===== src/rtl/vgc_pkg.sv =====
package vgc_pkg;

  typedef enum logic [1:0] {
    ST_IDLE = 2'd0,
    ST_ON   = 2'd1,
    ST_OFF  = 2'd2
  } vgc_state_e;

  typedef struct packed {
    logic oc_end;
    logic to_start;
    logic cap_delay;
  } vgc_flags_t;

endpackage


===== src/rtl/vgc_on_timer.sv =====
module vgc_on_timer #(
  parameter int TW      = 16,
  parameter int LEB_CYC = 60
) (
  input  logic          clk,
  input  logic          rst_n,
  input  logic          load,
  input  logic          run,
  input  logic [TW-1:0] ton,
  input  logic          cs_trip,
  output logic          done,
  output logic          oc_hit
);

  logic [TW-1:0] cnt;
  logic [TW-1:0] ton_q;
  logic          len_done;
  logic          blank_over;

  always_ff @(posedge clk) begin
    if (!rst_n) begin
      cnt   <= '0;
      ton_q <= TW'(1);
    end else if (load) begin
      cnt   <= TW'(1);
      ton_q <= (ton == '0) ? TW'(1) : ton;
    end else if (run && (cnt != '1)) begin
      cnt <= cnt + 1'b1;
    end
  end

  always_comb begin
    blank_over = 32'(cnt) > 32'(LEB_CYC);
    len_done   = run && (cnt >= ton_q);
    oc_hit     = run && blank_over && cs_trip && !len_done;
    done       = len_done || oc_hit;
  end

endmodule


===== src/rtl/vgc_off_timer.sv =====
module vgc_off_timer #(
  parameter int TW          = 16,
  parameter int ZCB_CYC     = 40,
  parameter int TIMEOUT_CYC = 4000
) (
  input  logic          clk,
  input  logic          rst_n,
  input  logic          load,
  input  logic          start,
  input  logic          run,
  input  logic [TW-1:0] toff,
  input  logic          zcd_in,
  output logic          zc_fire,
  output logic          to_fire
);

  localparam int OFF_MAX = (2 ** TW) - 1 + TIMEOUT_CYC;
  localparam int CW      = $clog2(OFF_MAX + 2);

  logic [CW-1:0] cnt;
  logic [TW-1:0] toff_q;
  logic          zc_pend;
  logic          armed;

  always_comb begin
    armed   = run && (32'(cnt) >= 32'(toff_q)) && (32'(cnt) > 32'(ZCB_CYC));
    zc_fire = zc_pend || (armed && zcd_in);
    to_fire = run && (32'(cnt) >= (32'(toff_q) + 32'(TIMEOUT_CYC)));
  end

  always_ff @(posedge clk) begin
    if (!rst_n) begin
      cnt     <= '0;
      toff_q  <= '0;
      zc_pend <= 1'b0;
    end else begin
      if (load) begin
        toff_q <= toff;
      end
      if (start) begin
        cnt     <= CW'(1);
        zc_pend <= 1'b0;
      end else if (run) begin
        if (32'(cnt) <= 32'(OFF_MAX)) begin
          cnt <= cnt + 1'b1;
        end
        if (armed && zcd_in) begin
          zc_pend <= 1'b1;
        end
      end else begin
        zc_pend <= 1'b0;
      end
    end
  end

endmodule


===== src/rtl/vgc_period_guard.sv =====
module vgc_period_guard #(
  parameter int MIN_PERIOD_CYC = 2858
) (
  input  logic clk,
  input  logic rst_n,
  input  logic load,
  output logic ok
);

  localparam int PW = $clog2(MIN_PERIOD_CYC + 1);

  logic [PW-1:0] cnt;

  assign ok = 32'(cnt) >= 32'(MIN_PERIOD_CYC);

  always_ff @(posedge clk) begin
    if (!rst_n) begin
      cnt <= '0;
    end else if (load) begin
      cnt <= PW'(1);
    end else if (!ok) begin
      cnt <= cnt + 1'b1;
    end
  end

endmodule


===== src/rtl/valley_gate_ctrl.sv =====
module valley_gate_ctrl
  import vgc_pkg::*;
#(
  parameter int TW             = 16,
  parameter int LEB_CYC        = 60,
  parameter int ZCB_CYC        = 40,
  parameter int MIN_PERIOD_CYC = 2858,
  parameter int TIMEOUT_CYC    = 4000
) (
  input  logic          clk,
  input  logic          rst_n,
  input  logic          enable,
  input  logic          cmd_valid,
  output logic          cmd_ready,
  input  logic [TW-1:0] cmd_ton,
  input  logic [TW-1:0] cmd_toff,
  input  logic          zcd_in,
  input  logic          cs_trip,
  output logic          gate,
  output logic          stat_valid,
  output logic          stat_oc_end,
  output logic          stat_timeout_start,
  output logic          stat_cap_delay
);

  vgc_state_e state;
  vgc_flags_t cur_q;
  vgc_flags_t stat_q;
  logic       cap_seen;
  logic       gate_q;
  logic       on_done;
  logic       oc_hit;
  logic       zc_fire;
  logic       to_fire;
  logic       period_ok;
  logic       trigger;
  logic       launch;
  logic       turn_off;

  assign trigger   = zc_fire || to_fire;
  assign cmd_ready = enable &&
                     ((state == ST_IDLE) || ((state == ST_OFF) && trigger && period_ok));
  assign launch    = cmd_ready && cmd_valid;
  assign turn_off  = enable && (state == ST_ON) && on_done;

  vgc_on_timer #(
    .TW      (TW),
    .LEB_CYC (LEB_CYC)
  ) on_tmr_i (
    .clk     (clk),
    .rst_n   (rst_n),
    .load    (launch),
    .run     (state == ST_ON),
    .ton     (cmd_ton),
    .cs_trip (cs_trip),
    .done    (on_done),
    .oc_hit  (oc_hit)
  );

  vgc_off_timer #(
    .TW          (TW),
    .ZCB_CYC     (ZCB_CYC),
    .TIMEOUT_CYC (TIMEOUT_CYC)
  ) off_tmr_i (
    .clk     (clk),
    .rst_n   (rst_n),
    .load    (launch),
    .start   (turn_off),
    .run     (state == ST_OFF),
    .toff    (cmd_toff),
    .zcd_in  (zcd_in),
    .zc_fire (zc_fire),
    .to_fire (to_fire)
  );

  vgc_period_guard #(
    .MIN_PERIOD_CYC (MIN_PERIOD_CYC)
  ) per_grd_i (
    .clk   (clk),
    .rst_n (rst_n),
    .load  (launch),
    .ok    (period_ok)
  );

  always_ff @(posedge clk) begin
    if (!rst_n) begin
      state      <= ST_IDLE;
      gate_q     <= 1'b0;
      stat_valid <= 1'b0;
      stat_q     <= '0;
      cur_q      <= '0;
      cap_seen   <= 1'b0;
    end else begin
      stat_valid <= 1'b0;
      if (!enable) begin
        state    <= ST_IDLE;
        gate_q   <= 1'b0;
        cap_seen <= 1'b0;
      end else begin
        unique case (state)
          ST_IDLE: begin
            if (launch) begin
              state  <= ST_ON;
              gate_q <= 1'b1;
              cur_q  <= '0;
            end
          end
          ST_ON: begin
            if (on_done) begin
              state            <= ST_OFF;
              gate_q           <= 1'b0;
              stat_valid       <= 1'b1;
              stat_q.oc_end    <= oc_hit;
              stat_q.to_start  <= cur_q.to_start;
              stat_q.cap_delay <= cur_q.cap_delay;
              cap_seen         <= 1'b0;
            end
          end
          ST_OFF: begin
            if (trigger && !period_ok) begin
              cap_seen <= 1'b1;
            end
            if (launch) begin
              state           <= ST_ON;
              gate_q          <= 1'b1;
              cur_q.oc_end    <= 1'b0;
              cur_q.to_start  <= !zc_fire;
              cur_q.cap_delay <= cap_seen;
            end
          end
          default: begin
            state  <= ST_IDLE;
            gate_q <= 1'b0;
          end
        endcase
      end
    end
  end

  assign gate               = gate_q;
  assign stat_oc_end        = stat_q.oc_end;
  assign stat_timeout_start = stat_q.to_start;
  assign stat_cap_delay     = stat_q.cap_delay;

endmodule


===== config.mk =====
export PLATFORM = sky130hd
export DESIGN_NAME = valley_gate_ctrl
export DESIGN_NICKNAME = d
export VERILOG_FILES = /design/src/rtl/vgc_pkg.sv /design/src/rtl/vgc_on_timer.sv /design/src/rtl/vgc_off_timer.sv /design/src/rtl/vgc_period_guard.sv /design/src/rtl/valley_gate_ctrl.sv
export SDC_FILE = /design/constraint.sdc
export NUM_CORES = 1
export LEC_CHECK = 0
export BUFFER_PORTS_ARGS = -buffer_cell sky130_fd_sc_hd__buf_2
export CORE_AREA = 2 2 102 104
export CTS_BUF_LIST = sky130_fd_sc_hd__clkbuf_4 sky130_fd_sc_hd__clkbuf_8
export CTS_CLUSTER_DIAMETER = 100
export CTS_CLUSTER_SIZE = 25
export DETAILED_ROUTE_END_ITERATION = 10
export DIE_AREA = 0 0 104 106
export PLACE_DENSITY = 0.74
export REMOVE_ABC_BUFFERS = 1
export SYNTH_ARGS = -nofsm -noshare
export SYNTH_HDL_FRONTEND = slang
export SYNTH_HIERARCHICAL = 1
export SYNTH_SLANG_ARGS = --single-unit

===== constraint.sdc =====
create_clock -name clk -period 8.3 [get_ports clk]
set_input_delay 1.245 -clock clk [delete_from_list [all_inputs] [get_ports clk]]
set_output_delay 1.245 -clock clk [all_outputs]
set_load 0.03 [all_outputs]

==> results.toml <==
[worst_setup_path]
arrival_ns = 5.33
r2r-start = "off_tmr_i/toff_q[5]"
cp_max_fo = 31
worst_ep_required_time_ns = 8.56
r2r_cells = 15
start_kind = "flip-flop"
crit_path_end_kind = "flip-flop"
reg2reg_slack_ns = 3.23
crit_path_start = "off_tmr_i/toff_q[5]"
crit_type = "reg2reg"
r2r-end = "per_grd_i/cnt[1]"

[timing]
fin_crit_ns = 5.07
worst_pin_slew_ns = 0.873
final_max_slew_viol_count = 0
hold_slack_ns = 0.486
rsz0062_at_grt = "false"
hold_viol_final = 0
clock_skew_ns = 0.0168
max_freq_ghz = 0.197
setup_viol = 0
slew_headroom = 0.411
fin_tns_setup_ns = 0
finalCritPeriodShare = 0.610

[clocking]
clk_latency_ns = 0.36
cts_root_buf = "clkbuf_8"
cts_tree = "done"
cts.sinks = 87
cts_buffer_depth = 2
ctsHoldBuffers = 0
htree_num_levels = 3
ctsResizeCount = 0
post_cts_buffers = 0
cts_buffers = 9
clkTransAtPathRegs_ns = 0.10

[die]
dieArea_um2 = 11000
start_util = 0.536
rows = 37
pin_count = 44
dieHeight_um = 106
die_w_um = 104
core_area_um2 = 10000

[logic_synthesis]
ys.flop_type = "dfxtp_1"
netlist_top_cells_count = "dfxtp_1, ha_1, inv_1"
synth_area_leader_cell = "dfxtp_1"
synth-edff-count = 0
synth_cell_types = 64
yosysSeqAreaShare = 0.325
synth_top_area_frac = 0.325
syn_inst = 607
synth.most_common_cell = "dfxtp_1"
async_reset_ff_frac = 0
ys_ff_latch = 87
yosys_warnings = 6
synth_area_um2 = 5360
synthTopCellsByArea = "dfxtp_1, ha_1, mux2i_1, nor2b_1, a21oi_1"
postSynthAreaPerCell_um2 = 8.82

[pwr]
clockPowerShare = 0.391
pwr-share-comb = 0.108
leakage_nw = 2.27
pwr-share-seq = 0.502
p_per_area_nw_per_um2 = 146
switching_power_mw = 0.225
internal_power_mw = 0.641
ir_drop_v = 0.0000848
total_power_mw = 0.866
swShare = 0.259

[placement]
gp_congestion = 0.878
hpwl_um = 9010
numPortBuffers = 43
post_dp_cell_area_um2 = 5700

[drt]
antenna_left = 0
vias = 4535
initialDrtViolationCount = 204
via_per_inst = 5.74
routed_wl_um = 12100
post_drt_wl_per_cell_um = 15.3
drc_errors = 0
drtPass1Iterations = 5

[finish]
n_antenna_cell = 0
nets = 738
n_fill_cell = 932
multi_input_area_um2 = 3380
seqCellArea_um2 = 1740
fin_area_um2 = 5920
fin_util = 0.592
drive_above_1_share = 0.135
area_delta_synth_final_pct = 10.6

[global_route]
grt_max_degree = 51
grt_pass1_vias = 4494
track_usage = 0.226
antenna_found_initial = 0
grt_pass1_wl_um = 20700
globalRouteOverflowTotal = 0

[hold_path]
hold_depth = 2
worstHoldStart = "cur_q[1]"
hp-class = "reg2reg"
hold_path_end = "cur_q[1]"

[run_status]
status = "finished clean"

[job]
max-cap-violations = 0
## power groups by stage
stage                     Clock [mW]  Combinational, mW  Sequential [mW]
after global routing           0.362              0.105            0.436
final                          0.338             0.0933            0.435
after floorplan                    0             0.0639            0.442
after CTS                      0.346             0.0932            0.435
after global placement             0             0.0898            0.444
after detailed placement           0             0.0925            0.444
## state kept, by name (all words and copies together), names as in the netlist
name / flops
stat_timeout_start: 1
per_grd_i/cnt: 12
off_tmr_i/toff_q: 16
cap_seen: 1
off_tmr_i/cnt: 17
off_tmr_i/zc_pend: 1
state: 2
stat_oc_end: 1
stat_cap_delay: 1
on_tmr_i/cnt: 16
on_tmr_i/ton_q: 16
stat_valid: 1
cur_q: 2
## cell families (layout without fill, tap and decap cells)
family | Yosys count | in the layout | share of synthesized area
buffers and inverters | 61 | 108 | 0.0460
flip-flops | 87 | 87 | 0.325
multiplexers | 36 | 36 | 0.0673
AND/OR/NAND/NOR | 219 | 219 | 0.232
adder cells (fa/ha/maj) | 51 | 51 | 0.119
XOR/XNOR | 23 | 23 | 0.0376
AO/OA/AOI/OAI | 130 | 130 | 0.172
## metrics by stage
step,setup WS (ns),instances
floorplan,2.78,592
global placement,3.58,774
detailed placement,3.32,774
CTS,3.27,790
global route,2.80,790
finish,3.23,790
## how the worst max path moves through the flow
stage,slack (ns),depth (start not counted),to
3_3_place_gp,3.58,15,per_grd_i/cnt[1]
3_5_place_dp,3.32,15,per_grd_i/cnt[1]
2_1_floorplan,2.78,14,on_tmr_i/cnt[6]
4_1_cts,3.27,15,per_grd_i/cnt[1]
5_1_grt,2.80,16,per_grd_i/cnt[1]
6_report,3.23,15,per_grd_i/cnt[1]
## layout make-up
class	count	area share
flip-flops and latches	87	0.294
well taps	136	0.0287
multi-input cells	459	0.570
clock inverters	7	0.0171
clock buffers	9	0.0209
inverters	46	0.0292
repair buffers	46	0.0401
## worst max-delay path, cell delays in order, from the launching register on
cell and delay, ns:
dfxtp_1 0.37, ha_1 0.24, nor3_1 0.41, a21oi_1 0.15, ha_1 0.33, nand4_1 0.10, or3b_2 0.48, a31oi_1 0.21
a211oi_1 0.09, o21ai_0 0.23, o21ai_0 0.22, a211oi_4 0.79, buf_4 0.54, nand2b_1 0.46, inv_1 0.09, a31o_2 0.25
## routing by layer
metal / global-route usage / vias up / wire length [um] / part of all wire
li1: - / 2304 / - / -
met1: 0.293 / 2139 / 5690 / 0.47
met2: 0.385 / 82 / 5850 / 0.48
met3: 0.0417 / 10 / 437 / 0.036
met4: 0.0627 / 0 / 118 / 0.0098
met5: 0 / - / 0 / 0
## cell usage in the layout, fill, tap and decap left out, types with 6 or more instances in the layout
cell type,count
ha_1,51
a31oi_1,6
o211ai_1,6
nand2b_1,7
nor2_1,28
nor2b_1,39
or3_1,13
nor4_1,8
clkbuf_8,9
buf_2,43
mux2i_1,36
and3_1,9
nand3_1,20
nand2_1,38
o21a_1,10
nor3_1,13
xnor2_1,20
inv_1,46
dfxtp_1,87
o21ai_0,22
and4_1,6
nand4_1,14
a21oi_1,37
(Power assumes the default switching activity.)
